==> src/rtl/legacy_sysctl_pkg.sv <==
package legacy_sysctl_pkg;

    typedef enum logic [3:0] {
        SEL_NONE,
        SEL_EVT,
        SEL_EQUIP,
        SEL_KEYLOCK,
        SEL_CTRL,
        SEL_CACHE,
        SEL_MAP,
        SEL_LOCK0,
        SEL_LOCK1,
        SEL_SCR,
        SEL_DISCARD
    } port_sel_e;

    localparam logic [7:0] EVT_RD_VAL   = 8'h40;
    localparam logic [7:0] EQUIP_RD_VAL = 8'hFC;
    localparam logic [7:0] KEY_RD_VAL   = 8'h00;
    localparam logic [7:0] CACHE_RD_VAL = 8'h03;
    localparam logic [7:0] MAP_RD_VAL   = 8'h00;
    localparam logic [7:0] OPEN_RD_VAL  = 8'hFF;

endpackage

==> src/rtl/legacy_sysctl_decode.sv <==
module legacy_sysctl_decode
    import legacy_sysctl_pkg::*;
#(
    parameter int ADDR_W   = 16,
    parameter int SCR_N    = 2,
    parameter int SCR_BASE = 'h398,
    localparam int IDX_W   = (SCR_N > 1) ? $clog2(SCR_N) : 1
) (
    input  logic [ADDR_W-1:0] addr,
    output port_sel_e         sel,
    output logic [IDX_W-1:0]  scr_idx
);

    always_comb begin
        sel     = SEL_NONE;
        scr_idx = '0;
        case (addr)
            ADDR_W'('h092): sel = SEL_EVT;
            ADDR_W'('h80C): sel = SEL_EQUIP;
            ADDR_W'('h818): sel = SEL_KEYLOCK;
            ADDR_W'('h81C): sel = SEL_CTRL;
            ADDR_W'('h823): sel = SEL_CACHE;
            ADDR_W'('h850): sel = SEL_MAP;
            ADDR_W'('h810): sel = SEL_LOCK0;
            ADDR_W'('h812): sel = SEL_LOCK1;
            ADDR_W'('h808),
            ADDR_W'('h814): sel = SEL_DISCARD;
            default:        sel = SEL_NONE;
        endcase
        for (int i = 0; i < SCR_N; i++) begin
            if (addr == ADDR_W'(SCR_BASE + i)) begin
                sel     = SEL_SCR;
                scr_idx = IDX_W'(i);
            end
        end
    end

endmodule

==> src/rtl/legacy_sysctl_regs.sv <==
module legacy_sysctl_regs
    import legacy_sysctl_pkg::*;
#(
    parameter int SCR_N  = 2,
    localparam int IDX_W = (SCR_N > 1) ? $clog2(SCR_N) : 1
) (
    input  logic                  clk,
    input  logic                  rst,
    input  logic                  wr_en,
    input  port_sel_e             sel,
    input  logic [IDX_W-1:0]      scr_idx,
    input  logic [7:0]            wdata,
    output logic [7:0]            ctrl,
    output logic [1:0]            lock,
    output logic [SCR_N-1:0][7:0] scr,
    output logic                  evt_reset,
    output logic                  evt_le,
    output logic                  evt_map
);

    typedef struct packed {
        logic [7:0]            ctrl;
        logic [1:0]            lock;
        logic [SCR_N-1:0][7:0] scr;
        logic                  evt_reset;
        logic                  evt_le;
        logic                  evt_map;
    } state_t;

    state_t st_d, st_q;

    always_comb begin
        st_d           = st_q;
        st_d.evt_reset = 1'b0;
        st_d.evt_le    = 1'b0;
        st_d.evt_map   = 1'b0;
        if (wr_en) begin
            case (sel)
                SEL_EVT: begin
                    st_d.evt_reset = wdata[7];
                    st_d.evt_le    = wdata[6];
                end
                SEL_MAP:   st_d.evt_map     = wdata[7];
                SEL_CTRL:  st_d.ctrl        = wdata;
                SEL_LOCK0: st_d.lock[0]     = ~st_q.lock[0];
                SEL_LOCK1: st_d.lock[1]     = ~st_q.lock[1];
                SEL_SCR:   st_d.scr[scr_idx] = wdata;
                default:   ;
            endcase
        end
    end

    always_ff @(posedge clk) begin
        if (rst) st_q <= '0;
        else     st_q <= st_d;
    end

    assign ctrl      = st_q.ctrl;
    assign lock      = st_q.lock;
    assign scr       = st_q.scr;
    assign evt_reset = st_q.evt_reset;
    assign evt_le    = st_q.evt_le;
    assign evt_map   = st_q.evt_map;

    assert_reset_evt_src_R5: assert property (@(posedge clk) disable iff (rst)
        evt_reset |-> $past(wr_en && sel == SEL_EVT && wdata[7]));

    assert_le_evt_src_R6: assert property (@(posedge clk) disable iff (rst)
        evt_le |-> $past(wr_en && sel == SEL_EVT && wdata[6]));

    assert_map_evt_src_R7: assert property (@(posedge clk) disable iff (rst)
        evt_map |-> $past(wr_en && sel == SEL_MAP && wdata[7]));

    assert_lock0_flip_R4: assert property (@(posedge clk) disable iff (rst)
        (!$past(rst) && $past(wr_en && sel == SEL_LOCK0)) |-> (lock[0] != $past(lock[0])));

    assert_ctrl_hold_R3: assert property (@(posedge clk) disable iff (rst)
        (!$past(rst) && !$past(wr_en && sel == SEL_CTRL)) |-> $stable(ctrl));

    assert_scr_hold_R9: assert property (@(posedge clk) disable iff (rst)
        (!$past(rst) && !$past(wr_en && sel == SEL_SCR)) |-> $stable(scr));

endmodule

==> src/rtl/legacy_sysctl_rdmux.sv <==
module legacy_sysctl_rdmux
    import legacy_sysctl_pkg::*;
#(
    parameter int SCR_N  = 2,
    localparam int IDX_W = (SCR_N > 1) ? $clog2(SCR_N) : 1
) (
    input  logic                  rd_en,
    input  port_sel_e             sel,
    input  logic [IDX_W-1:0]      scr_idx,
    input  logic [7:0]            ctrl,
    input  logic [SCR_N-1:0][7:0] scr,
    output logic [7:0]            rdata
);

    always_comb begin
        rdata = 8'h00;
        if (rd_en) begin
            case (sel)
                SEL_EVT:     rdata = EVT_RD_VAL;
                SEL_EQUIP:   rdata = EQUIP_RD_VAL;
                SEL_KEYLOCK: rdata = KEY_RD_VAL;
                SEL_CTRL:    rdata = ctrl;
                SEL_CACHE:   rdata = CACHE_RD_VAL;
                SEL_MAP:     rdata = MAP_RD_VAL;
                SEL_SCR:     rdata = scr[scr_idx];
                default:     rdata = OPEN_RD_VAL;
            endcase
        end
    end

endmodule

==> src/rtl/legacy_sysctl_ports.sv <==
module legacy_sysctl_ports
    import legacy_sysctl_pkg::*;
#(
    parameter int ADDR_W   = 16,
    parameter int SCR_N    = 2,
    parameter int SCR_BASE = 'h398
) (
    input  logic              clk,
    input  logic              rst,
    input  logic [ADDR_W-1:0] io_addr,
    input  logic              io_rd,
    input  logic              io_wr,
    input  logic [7:0]        io_wdata,
    output logic [7:0]        io_rdata,
    output logic [1:0]        nvram_lock,
    output logic              soft_reset_req,
    output logic              le_mode_req,
    output logic              iomap_err
);

    localparam int IDX_W = (SCR_N > 1) ? $clog2(SCR_N) : 1;

    port_sel_e             sel;
    logic [IDX_W-1:0]      scr_idx;
    logic [7:0]            ctrl;
    logic [SCR_N-1:0][7:0] scr;

    legacy_sysctl_decode #(.ADDR_W(ADDR_W), .SCR_N(SCR_N), .SCR_BASE(SCR_BASE)) u_decode (
        .addr    (io_addr),
        .sel     (sel),
        .scr_idx (scr_idx)
    );

    legacy_sysctl_regs #(.SCR_N(SCR_N)) u_regs (
        .clk       (clk),
        .rst       (rst),
        .wr_en     (io_wr),
        .sel       (sel),
        .scr_idx   (scr_idx),
        .wdata     (io_wdata),
        .ctrl      (ctrl),
        .lock      (nvram_lock),
        .scr       (scr),
        .evt_reset (soft_reset_req),
        .evt_le    (le_mode_req),
        .evt_map   (iomap_err)
    );

    legacy_sysctl_rdmux #(.SCR_N(SCR_N)) u_rdmux (
        .rd_en   (io_rd),
        .sel     (sel),
        .scr_idx (scr_idx),
        .ctrl    (ctrl),
        .scr     (scr),
        .rdata   (io_rdata)
    );

    assert_evt_port_const_R2: assert property (@(posedge clk) disable iff (rst)
        (io_rd && io_addr == ADDR_W'('h092)) |-> (io_rdata == 8'h40));

    assert_discard_reads_open_R8: assert property (@(posedge clk) disable iff (rst)
        (io_rd && (io_addr == ADDR_W'('h808) || io_addr == ADDR_W'('h814))) |-> (io_rdata == 8'hFF));

    assert_idle_bus_zero_R10: assert property (@(posedge clk) disable iff (rst)
        (!io_rd) |-> (io_rdata == 8'h00));

    assert_lock_quiet_R4: assert property (@(posedge clk) disable iff (rst)
        (!$past(rst) && !$past(io_wr)) |-> $stable(nvram_lock));

endmodule

==> config.mk <==
export PLATFORM = sky130hd
export DESIGN_NAME = legacy_sysctl_ports
export DESIGN_NICKNAME = d
export VERILOG_FILES = /design/src/rtl/legacy_sysctl_pkg.sv /design/src/rtl/legacy_sysctl_decode.sv /design/src/rtl/legacy_sysctl_regs.sv /design/src/rtl/legacy_sysctl_rdmux.sv /design/src/rtl/legacy_sysctl_ports.sv
export SDC_FILE = /design/constraint.sdc
export NUM_CORES = 1
export LEC_CHECK = 0
export ABC_CLOCK_PERIOD_IN_PS = 2400
export CAP_MARGIN = 40
export CORE_ASPECT_RATIO = 0.9
export CORE_MARGIN = 3
export CORE_UTILIZATION = 47
export CTS_BUF_LIST = sky130_fd_sc_hd__clkbuf_8
export CTS_CLUSTER_DIAMETER = 40
export DETAILED_ROUTE_END_ITERATION = 10
export GPL_ROUTABILITY_DRIVEN = 0
export GPL_TIMING_DRIVEN = 0
export HOLD_SLACK_MARGIN = 0.15
export PLACE_DENSITY = 0.78
export REMOVE_ABC_BUFFERS = 1
export SYNTH_ARGS = -nofsm -noshare
export SYNTH_HDL_FRONTEND = slang
export SYNTH_SLANG_ARGS = --single-unit
export TNS_END_PERCENT = 5
==> constraint.sdc <==
create_clock -name clk -period 2.4 [get_ports clk]
set_input_delay 0.48 -clock clk [delete_from_list [all_inputs] [get_ports clk]]
set_output_delay 0.48 -clock clk [all_outputs]
set_load 0.03 [all_outputs]
==> results of run 1 <==
## power by group through the flow
stage               Clock (mW)  Combinational [mW]  Sequential, mW
global placement             0               0.156           0.492
global route             0.462               0.212           0.481
finish                   0.440               0.201           0.481
detailed placement           0               0.160           0.492
floorplan                    0              0.0569           0.492
CTS                      0.442               0.189           0.481
## state kept, by name, summed over array words and instances, names as in the netlist
signal / flops
u_regs.scr: 16
u_regs.ctrl: 8
u_regs.lock: 2
u_regs.evt_le: 1
u_regs.evt_map: 1
u_regs.evt_reset: 1
## critical path: cells and delay by family
family | cells | cell delay [ns]
compound gates | 4 | 0.60
buf+inv | 3 | 0.40
simple gates | 2 | 0.59
## cells in the mapped netlist (3+ instances only)
library cell,number
nor2b_1,3
and3_1,4
a21oi_2,3
nand3_1,7
o21ai_0,7
nand2_1,11
nand3_2,3
nor2_1,25
mux2i_1,23
dfxtp_1,29
o21a_1,7
nand4_1,11
buf_2,5
nor3_1,3
o31ai_1,9
clkbuf_1,3
a21oi_1,9
## routing by layer
metal | global-route usage, % | vias to the layer above
met5 | 0 | -
met4 | 8.756 | 0
met3 | 4.407 | 13
met2 | 40.68 | 109
met1 | 31.16 | 953
li1 | - | 921
## through the flow
stage / utilization, % / hold slack [ns] / cell area, µm²
floorplan: - / 0.4350 / 1799
global placement: 59.66 / 0.4518 / 2257
detailed placement: 60.05 / 0.4586 / 2272
CTS: 70.87 / 0.4678 / 2681
global route: 72.88 / 0.4976 / 2758
finish: 72.88 / 0.4693 / 2758
## layout make-up
| type | count | area, µm² | share of cell area (%) |
|---|---|---|---|
| tap | 46 | 57.56 | 2.087 |
| sequential | 29 | 580.6 | 21.05 |
| clock buffer | 7 | 96.34 | 3.494 |
| clock inverter | 1 | 5.005 | 0.1815 |
| multi-input combinational | 170 | 1420 | 51.50 |
| timing repair buffer | 64 | 598.1 | 21.69 |
## layout by cell type (no fill, tap or decap), types with 2 or more instances in the layout
master,count
o21a_1,7
buf_2,3
o22ai_2,2
nand3_2,3
clkbuf_8,7
and2_1,2
clkdlybuf4s50_1,16
xor2_1,2
a21oi_2,2
nand4_1,11
o21ai_0,5
o311ai_1,2
or2_2,2
buf_6,16
a21oi_4,2
nor3b_4,3
nand2_1,10
o21ai_1,3
clkdlybuf4s15_1,2
nor2b_1,2
nand3_1,6
buf_4,24
dfxtp_1,29
nor2_4,2
nor2_1,23
nor3_4,5
a21oi_1,8
o31ai_1,8
mux2i_1,23
nor4_4,2
and3_1,4
## cells by family after synthesis
logic type | synth area share (%)
multiplexers | 13.52
AND/OR/NAND/NOR | 30.46
XOR/XNOR | 0.9373
flip-flops | 31.06
buffers and inverters | 3.748
AO/OA/AOI/OAI | 20.28
## final timing paths
kind	start	to	slack, ns	cells after the start
max	io_addr[1]	io_rdata[7]	-0.15	9
min	u_regs.ctrl[4]	u_regs.ctrl[4]	0.47	2
max reg2reg	u_regs.lock[1]	u_regs.lock[1]	1.57	2
min reg2reg	u_regs.ctrl[4]	u_regs.ctrl[4]	0.47	2
## timing repair
action / CTS / global route
setup endpoints to repair: 34 / 8
pin swaps: 21 / 11
gates resized for setup: 173 / 9
hold buffers: 0 / 0
buffers inserted: 17 / 6
==> flow_summary_export.csv, run 1 <==
group,metric,value,unit
drt,drc,0,
sta,finalSetupViolCount,8,
setup_path,arrival,2.07,ns
clocking,clk_pin_slew,0.06,ns
drt,wl_met3,409,µm
clocking,worstSkewPairLatency,0.27,ns
drt,drt_iter0_drc,200,
power_and_ir_drop,p_sw,0.2916,mW
floorplan,core-area,3784,µm²
drt,postRouteAntennaNets,0,
placement,dp_cells,286,
setup_path,slowest_delay,0.38,ns
drt,dr_total_vias,1996,
power_and_ir_drop,pwr-share-clk,39.2,%
setup_path,worstPathRequired,1.92,ns
sta,tns,-1.123,ns
logic_synthesis,yosys_most_used_dff,"dfxtp_1",
drt,route.met2.wl,2.867,mm
floorplan,die_y,65.83,µm
floorplan,die_area,4771,µm²
logic_synthesis,synth.ff_latch_count,29,
sta,hold_violations,0,
sta,rsz0062_at_grt,"true",
power_and_ir_drop,p_total,1.123,mW
placement,dp_slack,-1.864,ns
drt,route.top_layer_used,"met4",
setup_path,crit_type,"in2out",
drt,wire_per_inst,18.30,µm
clocking,cts_tree,"built",
global_routing,grt_antenna_before_repair,0,
cells_and_area,fill_cells,255,
global_routing,grt_pass1_vias,1904,
clocking,htree_num_levels,2,
power_and_ir_drop,peakVddDrop,0.3691,mV
power_and_ir_drop,seqPwrFrac,42.9,%
sta,max_freq,0.3925,GHz
worst_hold_path,hold_class,"reg2reg",
setup_path,cp-end-kind,"output pin",
logic_synthesis,yosysSeqAreaShare,31.06,%
cells_and_area,fin_nets,298,
power_and_ir_drop,power_density,407.1,nW/µm²
drt,drt-met1-wl,2.406,mm
global_routing,track_usage,24.29,%
cells_and_area,drive_gt1_share,34.69,%
logic_synthesis,yosysWarnings,0,
run_status,status,"complete, but fails checks",
sta,post-route-period-util,106.2,%
logic_synthesis,synth.distinct_cells,56,
cells_and_area,synthToLayoutAreaGrowth,47.52,%
logic_synthesis,synth_top_area_cell,"dfxtp_1",
sta,slew_headroom,58.70,%
clocking,clock_path_buffers,2,
setup_path,cp_max_fo,6,
floorplan,boundaryPins,41,
global_routing,grt_first_pass_wirelength,9.039,mm
placement,numPortBuffers,40,
setup_path,cp_cell_sequence,"buf_6 > nand4b_1 > a21boi_4 > or3_1 > a21oi_2 > a21oi_2 > buf_6 > o21a_1 > buf_6",
sta,period_needed,2.548,ns
logic_synthesis,synth_edf_count,0,
clocking,cts.sinks,29,
clocking,cts_made_buffers,5,
power_and_ir_drop,p_leak,1.166,nW
drt,vias_per_cell,6.297,
clocking,cts-root-buf,"clkbuf_8",
power_and_ir_drop,p_sw_share,25.98,%
floorplan,fp-row-count,21,
setup_path,crit_path_frequent_cell,"buf_6",
global_routing,grt-ovfl-total,0,
logic_synthesis,synth-async-reset-ratio,0,%
drt,first_pass_iters,5,
sta,worst_pin_slew,0.6154,ns
run_status,violations,"setup timing",
sta,drv_slew,0,
logic_synthesis,postSynthCellCount,212,
sta,finClkSkew,0,ns
drt,wl,5.801,mm
setup_path,cp_slowest_cell,"or3_1",
sta,fin_ws,-0.1477,ns
logic_synthesis,netlist.area_leader.share,31.06,%
power_and_ir_drop,pwr-share-comb,17.9,%
cells_and_area,stdcell_count,317,
logic_synthesis,avgSynthCellArea,8.817,µm²
power_and_ir_drop,power.internal,0.8310,mW
logic_synthesis,synthTopCellsByArea,"dfxtp_1, mux2i_1, nor2_1",
job,cap_violations,0,
floorplan,initial_utilization,49.40,%
logic_synthesis,netlist_area,1869,µm²
cells_and_area,antenna_cells,0,
floorplan,die_w,72.48,µm
global_routing,grt_max_degree,26,
placement,hpwl,3.477,mm
setup_path,crit_path_start_kind,"input pin",
(Power assumes the default switching activity.)
==> inputs of run 2 (changes only) <==
SETUP_SLACK_MARGIN = 0.15   (was default)
==> run 2 against run 1 <==
Net effect:
- the flow still finishes with violations (setup timing)
- sequential cell count unchanged
- final cell count unchanged
- sequential share of layout area about the same
- hold slack got worse by 0.0011 ns
- routed wire length fell by 0.81%
- combinational power hardly changed
- highest routed layer unchanged
==> flow_summary_export.csv, run 2 (synthesis results as in run 1) <==
group,metric,value,unit
global_routing,grt_first_pass_wirelength,9.011,mm
power_and_ir_drop,p_sw_share,26.17,%
cells_and_area,final_cell_mix,"dfxtp_1, mux2i_1, nor2_1, buf_4, buf_6",
sta,finalSetupViolCount,8,
cells_and_area,multi_input_area,1416,µm²
drt,drc,0,
clocking,hold_buffers,0,
cells_and_area,regArea,580.6,µm²
cells_and_area,largest_reg_flops,16,
power_and_ir_drop,seqPwrFrac,42.7,%
sta,post-route-period-util,106.6,%
drt,drt_iter0_drc,136,
cells_and_area,drive_gt1_share,34.69,%
power_and_ir_drop,p_sw,0.2948,mW
sta,hold_violations,0,
setup_path,crit_path_start_kind,"input pin",
run_status,status,"complete, but fails checks",
power_and_ir_drop,p_leak,1.166,nW
power_and_ir_drop,pwr-share-comb,17.8,%
sta,rsz0062_at_grt,"true",
clocking,cts-root-buf,"clkbuf_8",
global_routing,grt_pass1_vias,1910,
cells_and_area,layout_commonest_cell,"dfxtp_1",
global_routing,grt_use_met1,30.88,%
floorplan,fp-row-count,21,
clocking,cts_made_buffers,5,
setup_path,arrival,2.08,ns
drt,first_pass_iters,5,
placement,dp_slack,-1.864,ns
sta,period_needed,2.559,ns
global_routing,grt-ovfl-total,0,
sta,max_freq,0.3908,GHz
drt,wire_per_inst,18.15,µm
cells_and_area,antenna_cells,0,
sta,drv_slew,0,
clocking,clk_pin_slew,0.06,ns
power_and_ir_drop,pwr-share-clk,39.5,%
floorplan,boundaryPins,41,
floorplan,die_area,4771,µm²
floorplan,die_y,65.83,µm
global_routing,grt_max_degree,26,
drt,wl,5.754,mm
power_and_ir_drop,power_density,408.2,nW/µm²
sta,fin_ws,-0.1589,ns
clocking,cts_tree,"built",
power_and_ir_drop,power.internal,0.8319,mW
floorplan,core-area,3784,µm²
setup_path,worstPathRequired,1.92,ns
cells_and_area,fill_cells,248,
global_routing,grt_antenna_before_repair,0,
drt,dr_total_vias,1985,
global_routing,track_usage,24.19,%
placement,hpwl,3.477,mm
drt,vias_per_cell,6.262,
floorplan,initial_utilization,49.40,%
setup_path,crit_type,"in2out",
setup_path,cp_max_fo,6,
cells_and_area,fin_nets,298,
setup_path,cp-end-kind,"output pin",
job,cap_violations,0,
power_and_ir_drop,peakVddDrop,0.3710,mV
clocking,htree_num_levels,2,
clocking,clock_path_buffers,2,
sta,finalHoldWorstSlack,0.4682,ns
global_routing,met3_usage,4.407,%
worst_hold_path,hold_class,"reg2reg",
floorplan,die_w,72.48,µm
sta,worst_pin_slew,0.6345,ns
global_routing,globalRouteMet2Util,40.68,%
sta,slew_headroom,57.55,%
cells_and_area,synthToLayoutAreaGrowth,47.66,%
sta,finClkSkew,0,ns
placement,numPortBuffers,40,
cells_and_area,final_util,72.95,%
run_status,violations,"setup timing",
clocking,worstSkewPairLatency,0.27,ns
drt,postRouteAntennaNets,0,
global_routing,busiest_layer,"met2",
clocking,cts.sinks,29,
-- run 2: cell count changes in the layout (fill, tap and decap cells not counted), sizes merged --
| cell | delta |
|---|---|
| clkdlybuf4s15 | -1 |
| clkbuf | +1 |
-- run 2: critical path, cell delays in order --
cell and delay [ns]:
buf_12 0.11, nand4b_1 0.20, a21boi_4 0.17, or3_1 0.40, a21oi_2 0.19, a21oi_2 0.06, buf_6 0.14, o21a_1 0.19
buf_6 0.14
-- run 2: power by group through the flow --
stage	sequential, mW	combinational, mW	clock [mW]
after CTS	0.481	0.188	0.442
after floorplan	0.492	0.0569	0
after global placement	0.492	0.156	0
after detailed placement	0.492	0.160	0
after global routing	0.481	0.212	0.462
final	0.481	0.201	0.445
-- run 2: what timing repair did --
action | CTS | global route
endpoints found under the setup margin | 35 | 16
gates resized for setup | 172 | 13
setup buffers | 17 | 6
pin swaps | 22 | 18
hold endpoints to repair | 0 | 0
-- run 2: final timing paths --
path,start,to,slack [ns],depth (start not counted)
worst max register to register,u_regs.lock[1],u_regs.lock[1],1.57,2
worst min register to register,u_regs.ctrl[4],u_regs.ctrl[4],0.47,2
worst min-delay path,u_regs.ctrl[4],u_regs.ctrl[4],0.47,2
worst max-delay path,io_addr[1],io_rdata[4],-0.16,9
-- run 2: final cells by class --
class                           instances  area share [%]
Multi-Input combinational cell        170           51.31
Clock inverter                          1          0.1813
Tap cell                               46           2.085
Timing Repair Buffer                   64           21.89
Clock buffer                            7           3.490
Sequential cell                        29           21.03
-- run 2: routing by layer --
metal  vias up  wire, µm
met4         0       193
met2       111      2802
li1        922         -
met1       925      2346
met5         -         0
met3        27       412
-- run 2: stage by stage --
| stage | power, mW | area [µm²] | instances | TNS, ns |
|---|---|---|---|---|
| after floorplan | 0.5489 | 1799 | 199 | -0.5172 |
| after global placement | 0.6483 | 2257 | 285 | -27.54 |
| after detailed placement | 0.6520 | 2272 | 286 | -27.84 |
| after CTS | 1.112 | 2678 | 311 | -0.6961 |
| after global routing | 1.155 | 2760 | 317 | -1.618 |
| final | 1.127 | 2760 | 317 | -1.212 |
